$ cat config.mk
export PLATFORM = sky130hd
export DESIGN_NAME = hole_place_sel
export DESIGN_NICKNAME = d
export VERILOG_FILES = /design/src/rtl/hps_pkg.sv /design/src/rtl/hps_hole_store.sv /design/src/rtl/hps_fit_scan.sv /design/src/rtl/hole_place_sel.sv
export SDC_FILE = /design/constraint.sdc
export NUM_CORES = 1
export LEC_CHECK = 0
export BUFFER_PORTS_ARGS = -buffer_cell sky130_fd_sc_hd__buf_4
export CELL_PAD_IN_SITES_DETAIL_PLACEMENT = 1
export CELL_PAD_IN_SITES_GLOBAL_PLACEMENT = 1
export CORE_MARGIN = 8
export CORE_UTILIZATION = 40
export DETAILED_ROUTE_END_ITERATION = 8
export GPL_ROUTABILITY_DRIVEN = 1
export PLACE_DENSITY_LB_ADDON = 0.12
export REMOVE_ABC_BUFFERS = 1
export SYNTH_ARGS = -nofsm -noshare
export SYNTH_HDL_FRONTEND = slang
export SYNTH_SLANG_ARGS = --single-unit
$ cat constraint.sdc
create_clock -name clk -period 8.3 [get_ports clk]
set_clock_uncertainty 0.1 [all_clocks]
set_input_delay 0.415 -clock clk [delete_from_list [all_inputs] [get_ports clk]]
set_output_delay 0.415 -clock clk [all_outputs]
set_load 0.02 [all_outputs]
$ cat src/rtl/hps_pkg.sv
package hps_pkg;
    parameter int HPS_AW    = 16;
    parameter int HPS_SLOTS = 8;

    typedef logic [HPS_AW-1:0] addr_t;

    typedef struct packed {
        logic  vld;
        addr_t base;
        addr_t size;
    } hole_t;

    typedef enum logic [1:0] {
        POL_FIRST = 2'd0,
        POL_BEST  = 2'd1,
        POL_WORST = 2'd2,
        POL_NEXT  = 2'd3
    } policy_e;

    typedef enum logic [1:0] {
        ST_IDLE   = 2'd0,
        ST_SCAN   = 2'd1,
        ST_COMMIT = 2'd2
    } state_e;

    function automatic logic hole_fits(hole_t h, addr_t need);
        return h.vld && (h.size >= need);
    endfunction

    function automatic logic hole_ends_at(hole_t h, addr_t a);
        return h.vld && (({1'b0, h.base} + {1'b0, h.size}) == {1'b0, a});
    endfunction
endpackage

$ cat src/rtl/hps_hole_store.sv
module hps_hole_store
    import hps_pkg::*;
#(
    parameter int SLOTS = HPS_SLOTS,
    localparam int IW = $clog2(SLOTS)
) (
    input  logic          clk,
    input  logic          rst,
    input  logic [IW-1:0] rd_idx,
    output hole_t         rd_hole,
    input  logic          wr_en,
    input  logic [IW-1:0] wr_idx,
    input  hole_t         wr_hole,
    input  logic          clr_en,
    input  logic [IW-1:0] clr_idx
);
    hole_t slot_q [SLOTS];

    always_ff @(posedge clk) begin
        for (int i = 0; i < SLOTS; i++) begin
            if (rst) begin
                slot_q[i] <= '0;
            end else if (wr_en && wr_idx == IW'(i)) begin
                slot_q[i] <= wr_hole;
            end else if (clr_en && clr_idx == IW'(i)) begin
                slot_q[i].vld <= 1'b0;
            end
        end
    end

    assign rd_hole = slot_q[rd_idx];
endmodule

$ cat src/rtl/hps_fit_scan.sv
module hps_fit_scan
    import hps_pkg::*;
#(
    parameter int SLOTS = HPS_SLOTS,
    localparam int IW = $clog2(SLOTS)
) (
    input  logic          clk,
    input  logic          rst,
    input  logic          start,
    input  logic          step,
    input  logic          is_rel,
    input  policy_e       pol,
    input  addr_t         need,
    input  addr_t         rbase,
    input  logic [IW-1:0] cur_idx,
    input  hole_t         cur,
    output logic          found,
    output logic [IW-1:0] sel_idx,
    output addr_t         sel_base,
    output addr_t         sel_size,
    output logic          dn_hit,
    output logic [IW-1:0] dn_idx,
    output addr_t         dn_base,
    output addr_t         dn_size,
    output logic          up_hit,
    output logic [IW-1:0] up_idx,
    output addr_t         up_size,
    output logic          fr_hit,
    output logic [IW-1:0] fr_idx
);
    logic              take, is_dn, is_up, is_fr;
    logic [HPS_AW:0]   rel_end;

    always_comb begin
        take = 1'b0;
        if (!is_rel && hole_fits(cur, need)) begin
            unique case (pol)
                POL_BEST:  take = !found || (cur.size < sel_size);
                POL_WORST: take = !found || (cur.size > sel_size);
                default:   take = !found;
            endcase
        end
        rel_end = {1'b0, rbase} + {1'b0, need};
        is_dn   = is_rel && hole_ends_at(cur, rbase);
        is_up   = is_rel && cur.vld && ({1'b0, cur.base} == rel_end);
        is_fr   = is_rel && !cur.vld;
    end

    always_ff @(posedge clk) begin
        if (rst || start) begin
            found <= 1'b0; sel_idx <= '0; sel_base <= '0; sel_size <= '0;
            dn_hit <= 1'b0; dn_idx <= '0; dn_base <= '0; dn_size <= '0;
            up_hit <= 1'b0; up_idx <= '0; up_size <= '0;
            fr_hit <= 1'b0; fr_idx <= '0;
        end else if (step) begin
            if (take) begin
                found    <= 1'b1;
                sel_idx  <= cur_idx;
                sel_base <= cur.base;
                sel_size <= cur.size;
            end
            if (is_dn) begin
                dn_hit  <= 1'b1;
                dn_idx  <= cur_idx;
                dn_base <= cur.base;
                dn_size <= cur.size;
            end
            if (is_up) begin
                up_hit  <= 1'b1;
                up_idx  <= cur_idx;
                up_size <= cur.size;
            end
            if (is_fr && !fr_hit) begin
                fr_hit <= 1'b1;
                fr_idx <= cur_idx;
            end
        end
    end
endmodule

$ cat src/rtl/hole_place_sel.sv
module hole_place_sel
    import hps_pkg::*;
#(
    parameter int SLOTS = HPS_SLOTS,
    localparam int IW = $clog2(SLOTS)
) (
    input  logic              clk,
    input  logic              rst,
    input  logic              req_valid,
    output logic              req_ready,
    input  logic              req_rel,
    input  logic [HPS_AW-1:0] req_size,
    input  logic [HPS_AW-1:0] req_base,
    input  logic [1:0]        policy,
    output logic              rsp_done,
    output logic              rsp_ok,
    output logic              rsp_nofit,
    output logic              rsp_ovf,
    output logic [HPS_AW-1:0] rsp_addr
);
    state_e        state_q;
    logic [IW-1:0] cnt_q, org_q, nf_q, scan_idx;
    logic          rel_q;
    policy_e       pol_q;
    addr_t         need_q, rbase_q;
    logic          accept, commit;

    hole_t         rd_hole;
    logic          wr_en, clr_en;
    logic [IW-1:0] wr_idx, clr_idx;
    hole_t         wr_hole;
    logic          c_ok, c_nofit, c_ovf;

    logic          found, dn_hit, up_hit, fr_hit;
    logic [IW-1:0] sel_idx, dn_idx, up_idx, fr_idx;
    addr_t         sel_base, sel_size, dn_base, dn_size, up_size;

    assign req_ready = (state_q == ST_IDLE);
    assign accept    = req_valid && req_ready;
    assign commit    = (state_q == ST_COMMIT);
    assign scan_idx  = org_q + cnt_q;

    hps_hole_store #(.SLOTS(SLOTS)) u_store (
        .clk(clk), .rst(rst),
        .rd_idx(scan_idx), .rd_hole(rd_hole),
        .wr_en(wr_en), .wr_idx(wr_idx), .wr_hole(wr_hole),
        .clr_en(clr_en), .clr_idx(clr_idx)
    );

    hps_fit_scan #(.SLOTS(SLOTS)) u_scan (
        .clk(clk), .rst(rst), .start(accept), .step(state_q == ST_SCAN),
        .is_rel(rel_q), .pol(pol_q), .need(need_q), .rbase(rbase_q),
        .cur_idx(scan_idx), .cur(rd_hole),
        .found(found), .sel_idx(sel_idx), .sel_base(sel_base), .sel_size(sel_size),
        .dn_hit(dn_hit), .dn_idx(dn_idx), .dn_base(dn_base), .dn_size(dn_size),
        .up_hit(up_hit), .up_idx(up_idx), .up_size(up_size),
        .fr_hit(fr_hit), .fr_idx(fr_idx)
    );

    // Control sequence: idle -> SLOTS scan cycles -> one commit cycle
    always_ff @(posedge clk) begin
        if (rst) begin
            state_q <= ST_IDLE;
            cnt_q   <= '0;
            org_q   <= '0;
            rel_q   <= 1'b0;
            pol_q   <= POL_FIRST;
            need_q  <= '0;
            rbase_q <= '0;
            nf_q    <= IW'(SLOTS - 1);
        end else begin
            unique case (state_q)
                ST_IDLE: if (accept) begin
                    state_q <= ST_SCAN;
                    cnt_q   <= '0;
                    rel_q   <= req_rel;
                    pol_q   <= policy_e'(policy);
                    need_q  <= req_size;
                    rbase_q <= req_base;
                    org_q   <= (!req_rel && policy_e'(policy) == POL_NEXT) ? nf_q + IW'(1) : '0;
                end
                ST_SCAN: begin
                    cnt_q <= cnt_q + IW'(1);
                    if (cnt_q == IW'(SLOTS - 1)) state_q <= ST_COMMIT;
                end
                default: begin
                    state_q <= ST_IDLE;
                    if (!rel_q && found) nf_q <= sel_idx;
                end
            endcase
        end
    end

    // Table update chosen from the scan results
    always_comb begin
        logic          w_en, c_en;
        logic [IW-1:0] w_idx, c_idx;
        hole_t         w_h;
        w_en = 1'b0; c_en = 1'b0; w_idx = '0; c_idx = '0; w_h = '0;
        c_ok = 1'b0; c_nofit = 1'b0; c_ovf = 1'b0;
        if (!rel_q) begin
            if (found) begin
                c_ok = 1'b1;
                if (sel_size == need_q) begin
                    c_en  = 1'b1;
                    c_idx = sel_idx;
                end else begin
                    w_en  = 1'b1;
                    w_idx = sel_idx;
                    w_h   = '{vld: 1'b1, base: sel_base + need_q, size: sel_size - need_q};
                end
            end else begin
                c_nofit = 1'b1;
            end
        end else if (dn_hit) begin
            c_ok  = 1'b1;
            w_en  = 1'b1;
            w_idx = dn_idx;
            w_h   = '{vld: 1'b1, base: dn_base,
                      size: dn_size + need_q + (up_hit ? up_size : addr_t'(0))};
            c_en  = up_hit;
            c_idx = up_idx;
        end else if (up_hit) begin
            c_ok  = 1'b1;
            w_en  = 1'b1;
            w_idx = up_idx;
            w_h   = '{vld: 1'b1, base: rbase_q, size: need_q + up_size};
        end else if (fr_hit) begin
            c_ok  = 1'b1;
            w_en  = 1'b1;
            w_idx = fr_idx;
            w_h   = '{vld: 1'b1, base: rbase_q, size: need_q};
        end else begin
            c_ovf = 1'b1;
        end
        wr_en   = w_en && commit;
        wr_idx  = w_idx;
        wr_hole = w_h;
        clr_en  = c_en && commit;
        clr_idx = c_idx;
    end

    always_ff @(posedge clk) begin
        if (rst) begin
            rsp_done  <= 1'b0;
            rsp_ok    <= 1'b0;
            rsp_nofit <= 1'b0;
            rsp_ovf   <= 1'b0;
            rsp_addr  <= '0;
        end else begin
            rsp_done <= commit;
            if (commit) begin
                rsp_ok    <= c_ok;
                rsp_nofit <= c_nofit;
                rsp_ovf   <= c_ovf;
                rsp_addr  <= (!rel_q && found) ? sel_base : '0;
            end
        end
    end
endmodule

Word-level counts from Yosys, hierarchy flattened
Memories as Yosys holds them, arrays and structs flattened.
Index checks and enable logic that the tools add are counted.
{"block": "word_totals", "reg_bits": 162, "latchBits": 0, "ramBits": 264, "mem_bits_ro": 0, "inputBits": 38, "output_inout_bits": 21, "elab_cells": 250, "n_memories": 1}
{"block": "op_classes", "addsub": 10, "mul": 0, "n_div": 0, "n_lt_le_gt_ge": 3, "eq_ne": 25, "n_shift": 0, "mux": 118, "bitwise": 17, "reduce_logical": 50}
{"memory": "u_store.slot_q", "depth": 8, "word_bits": 33, "read_ports": 1, "rd_clocked_by_memory_dff": 0, "wr": 8, "line_no": "hps_hole_store.sv:17", "source": "hole_t slot_q [SLOTS];"}
{"operator": "two-way mux 33 bit", "n": 14}
{"operator": "two-way mux 1 bit", "n": 85}
{"operator": "adder 16 bit", "n": 4}
{"operator": "two-way mux 3 bit", "n": 12}
{"operator": "adder 16 x 16 -> 17 bit", "n": 2}
{"operator": "two-way mux 16 bit", "n": 2}
{"operator": "logical AND 1 bit", "n": 29}
{"operator": "== test 3 bit (second input constant)", "n": 9}
{"operator": "== test 16 x 17 -> 1 bit", "n": 1}
{"operator": "== test 17 x 16 -> 1 bit", "n": 1}
{"operator": "== test 16 bit", "n": 1}
{"operator": ">= comparator 16 bit", "n": 1}
{"operator": "> comparator 16 bit", "n": 1}
{"operator": "less-than comparator 16 bit", "n": 1}
{"operator": "OR 1 bit", "n": 16}
{"operator": "AND reduction 2 bit", "n": 8}
{"operator": "subtractor 16 bit", "n": 1}
{"operator": "== test 3 x 2 -> 1 bit (second input constant)", "n": 4}
{"operator": "adder 3 x 1 -> 3 bit (second input constant)", "n": 2}
{"operator": "== test 2 bit (second input constant)", "n": 3}
{"operator": "== test 3 x 1 -> 1 bit (second input constant)", "n": 2}
{"operator": "zero test 3 bit", "n": 2}
{"operator": "one-hot mux 3 bit (2 select lines)", "n": 1}
{"operator": "zero test 1 bit", "n": 5}
{"operator": "12 further kinds", "n": 16}

Longest topological paths before layout
{"block": "logic_depth", "depth_word": 11, "ltp_mapped": 25, "ltp_nobuf": 19}

Cells and area by module
A second synthesis with hierarchy kept.
{"block": "unflattened", "hier_cells": 2367, "area_unflattened_um2": 24611.1}
{"module": "hps_hole_store", "instances": 1, "cells_each": 770, "area_each_um2": 11801.3, "seq_area_each_um2": 7927.6}
{"module": "hps_fit_scan", "instances": 1, "cells_each": 764, "area_each_um2": 6476.2, "seq_area_each_um2": 1921.8}
{"module": "hole_place_sel", "instances": 1, "cells_each": 833, "area_each_um2": 6333.6, "seq_area_each_um2": 1321.3}

Worst setup path before layout
OpenSTA, ideal clock, no wires.
{"block": "synth_path", "path_kind": "reg-to-reg", "from": "register cnt_q[0]", "to": "register u_scan.dn_size[6]", "setup_time_ns": 0.128, "arrival_ns": 6.238, "required_time_ns": 8.072, "path_slack_ns": 1.835, "path_stages_with_launch": 25, "n_path_buf": 10, "synth_period_minus_slack_ns": 6.465, "path_cell_list": "dfxtp_1 -> ha_1 -> buf_6 -> buf_6 -> buf_6 -> buf_6 -> buf_4 -> buf_2 -> buf_1 -> mux4_2 -> mux2_2 -> ha_1 -> clkbuf_1 -> a21oi_1 -> nor2_1 -> a2111oi_0 -> nand4_1 -> or4_1 -> nor4b_1 -> nand4_1 -> a2111oi_4 -> buf_6 -> buf_8 -> mux2i_1 -> nor2_1"}
{"element": "from (decl)", "line_no": "hole_place_sel.sv:22", "source": "logic [IW-1:0] cnt_q, org_q, nf_q, scan_idx;"}
{"element": "from (signal assigned)", "line_no": "hole_place_sel.sv:83", "source": "cnt_q <= cnt_q + IW'(1);"}
{"element": "to (signal assigned)", "line_no": "hps_fit_scan.sv:66", "source": "dn_size <= cur.size;"}
{"element": "to (decl)", "line_no": "hps_fit_scan.sv:24", "source": "output addr_t dn_size,"}

==> results.ini <==
[status]
outcome=finished, final reports clean

[sta]
period_needed_ns=6.683
drv_slew=0
fmax_mhz=149.6
worst_pin_slew_ns=1.401
min_period_over_period_pct=80.52
grt_setup_unrepaired=false
setup_ws_ns=1.617
hold_violations=0
slew_headroom_pct=6.574
setup_viol=0

[synth]
yosys.cell_types.count=81
synth_most_common_cell=nor2_1
synth.top_cells.by_area=edfxtp_1, dfxtp_1, nor2_1
ys.flop_type=edfxtp_1
synth_warnings=0
syn_area_per_cell_sq_um=10.40
synth_edf_count=264
async_reset_ff_share_pct=0
netlist_area_sq_um=23740
yosys.area.top_type=edfxtp_1
synthTopCellsByCount=nor2_1, edfxtp_1, nand2_1
ys_seq_elements=426
synth-seq-area-share_pct=47.06
synthCells=2283
yosysTopAreaCellShare_pct=33.40

[detailed_routing]
route.met3.wl_microns=3407
drt_iter0_markers=1397
vias=18150
drtAntennaViolNets=0
wl_met1_microns=35730
wl_met2_microns=38090
viasPerCell=5.744
wl_per_cell_microns=25.06
firstDrtPassIters=5
routed_wl_microns=79170
route.detailed.drc=0
routed.top_layer=met4

[clocking]
cts_buffers=48
postCtsSetupBuffers=0
clkLatencyLatePin_ns=0.60
cts-root-buf=clkbuf_16
cts_buffer_depth=3
cts_tree=built
cts_sinks=426
cts_resized=0
htreeDepth=2
clk_pin_slew_ns=0.06
cts_hold_buf=35

[power_and_ir_drop]
power_density_nw_per_um2=189.5
max-vdd-ir-drop_uv=183.6
power.total_mw=5.110
p_leak_nw=10.09

[die]
initial_core_util_pct=40.37
io_pins=59
die_width_microns=259.6
row_count=89
die_height_microns=259.6
core_area_sq_um=58800
dieArea_sq_um=67390

[global_route]
grt_overflow=0
grt_pass1_vias=19290
track_usage_pct=23.27
grt_pass1_wl_microns=119900
antenna_found_initial=0
grt_max_degree=62

[worst_hold_path]
hold_class=input pin to register

[worst_setup_path]
worst-r2r-setup-slack_ns=1.62
critical-path-top-delay-family=simple AND/OR/NAND/NOR gates
cp.required_ns=8.65
worstPathBufferInverterCount=2
path_class=register to register
crit_slowest_cell=xor3_2
critPathLaunchType=register
crit_path_max_fanout=39
critPathMaxStageDelay_ns=0.70
endpoint_kind=register
worstPathCellList=ha_4 -> fa_2 -> xor3_2 -> buf_4 -> mux4_2 -> mux2_2 -> ha_1 -> a21oi_1 -> nor2_1 -> a2111oi_0 -> nand4_1 -> or4_1 -> nor4b_1 -> nand4_1 -> a2111oi_4 -> buf_4 -> mux2i_1 -> nor2_1
cp.arrival_ns=7.04

[placed_design]
io_buffer_count=58
pre_cts_ws_ns=1.645
dp.final_hpwl_microns=55070
gp_congestion=0.9025

[layout]
diodes=0
finalNetCount=2528
area_growth_pct=13.56
final_util_pct=45.85
drive_gt1_share_pct=12.49
nFillCells=6477

[job]
timing.max_cap.violations=0

-- state kept, by name, summed over array words and instances (netlist names), 2 cells and up --
| register | flops |
|---|---|
| nf_q | 3 |
| u_scan.dn_size | 16 |
| pol_q | 2 |
| u_scan.sel_size | 16 |
| u_scan.sel_idx | 3 |
| u_scan.fr_idx | 3 |
| need_q | 16 |
| u_scan.dn_base | 16 |
| org_q | 3 |
| cnt_q | 3 |
| u_scan.sel_base | 16 |
| u_scan.up_size | 16 |
| rbase_q | 16 |
| rsp_addr | 16 |
| u_store.slot_q | 264 |
| u_scan.up_idx | 3 |
| state_q | 2 |
| u_scan.dn_idx | 3 |
-- final timing paths --
check,startpoint,to,cells past startpoint
min reg2reg,pol_q[1]$_SDFFE_PP0P_,pol_q[1]$_SDFFE_PP0P_,2
max reg2reg,cnt_q[0]$_SDFFE_PP0P_,u_scan.dn_size[5]$_SDFFE_PP0P_,18
min,req_valid,state_q[0]$_SDFFE_PP0P_,3
max,cnt_q[0]$_SDFFE_PP0P_,u_scan.dn_size[5]$_SDFFE_PP0P_,18
-- kinds of logic after synthesis --
group | Yosys count | synth area share [%]
adder cells (fa/ha/maj) | 144 | 8.228
multiplexers | 165 | 10.52
buffers and inverters | 222 | 3.848
AND/OR/NAND/NOR | 807 | 14.41
XOR/XNOR | 105 | 3.995
flip-flops | 426 | 47.06
AO/OA/AOI/OAI | 414 | 11.94
-- per-stage QoR --
step | area, sq um | setup TNS [ns] | hold slack, ns | cells
after CTS | 26950 | 0 | 0.01906 | 3158
after global routing | 26960 | 0 | 0.05713 | 3159
after detailed placement | 25050 | 0 | 0.3624 | 3036
after floorplan | 23150 | -9.464 | 0.3291 | 2149
final | 26960 | 0 | 0.04550 | 3159
after global placement | 25050 | 0 | 0.3488 | 3036
-- layer usage --
layer / up-vias / global-route usage, %
met4: 0 / 6.292
met2: 408 / 39.56
li1: 8346 / -
met1: 9287 / 31.19
met5: - / 0
met3: 105 / 2.791
-- power breakdown --
part / leakage, nW / internal [mW] / switching (mW)
registers: 4.04 / 2.30 / 0.0420
logic: 5.29 / 0.261 / 0.398
clock network: 0.763 / 1.22 / 0.890
total: 10.1 / 3.78 / 1.33
-- placed cells by master (no fill, tap or decap), types with 9 or more instances in the layout --
cell / netlist / routed
a211o_1: 11 / 11
nand3_1: 27 / 25
dfxtp_1: 162 / 162
clkbuf_16: 0 / 49
fa_1: 21 / 20
xor2_1: 22 / 22
o21bai_1: 13 / 11
a21o_1: 43 / 37
nor3_1: 20 / 20
and3_1: 9 / 9
a211oi_1: 27 / 27
ha_1: 120 / 119
mux4_2: 65 / 65
clkbuf_1: 107 / 13
inv_1: 88 / 88
a31oi_1: 9 / 9
o21ai_0: 53 / 53
dlygate4sd3_1: 0 / 35
nand2b_1: 17 / 16
xnor2_1: 81 / 81
edfxtp_1: 264 / 264
a21oi_1: 114 / 114
nand2_1: 196 / 195
o211ai_1: 13 / 13
mux2i_1: 83 / 83
a22oi_1: 29 / 29
or2_2: 9 / 9
a222oi_1: 17 / 17
buf_4: 5 / 114
nor2_1: 446 / 446
o21a_1: 10 / 10
nand4_1: 17 / 17
a21boi_0: 11 / 11
nor2b_1: 18 / 18
mux2_2: 16 / 16
and2_1: 20 / 19
-- worst reg2reg max path, stage by stage (launching register included) --
cell and delay (ns):
dfxtp_1 0.36, ha_4 0.18, fa_2 0.34, xor3_2 0.70, buf_4 0.42, mux4_2 0.36
mux2_2 0.35, ha_1 0.42, a21oi_1 0.38, nor2_1 0.09, a2111oi_0 0.38, nand4_1 0.15
or4_1 0.54, nor4b_1 0.33, nand4_1 0.21, a2111oi_4 0.23, buf_4 0.64, mux2i_1 0.31
nor2_1 0.06
-- cell type report --
type	count	area [sq um]	share of cell area, %
flip-flops and latches	426	11170	41.44
clock buffers	70	1385	5.138
repair buffers	150	1214	4.502
well taps	773	967.2	3.588
clock inverters	17	168.9	0.6266
inverters	88	330.3	1.225
multi-input cells	1635	11720	43.48
Power figures use the tool's default switching activity.
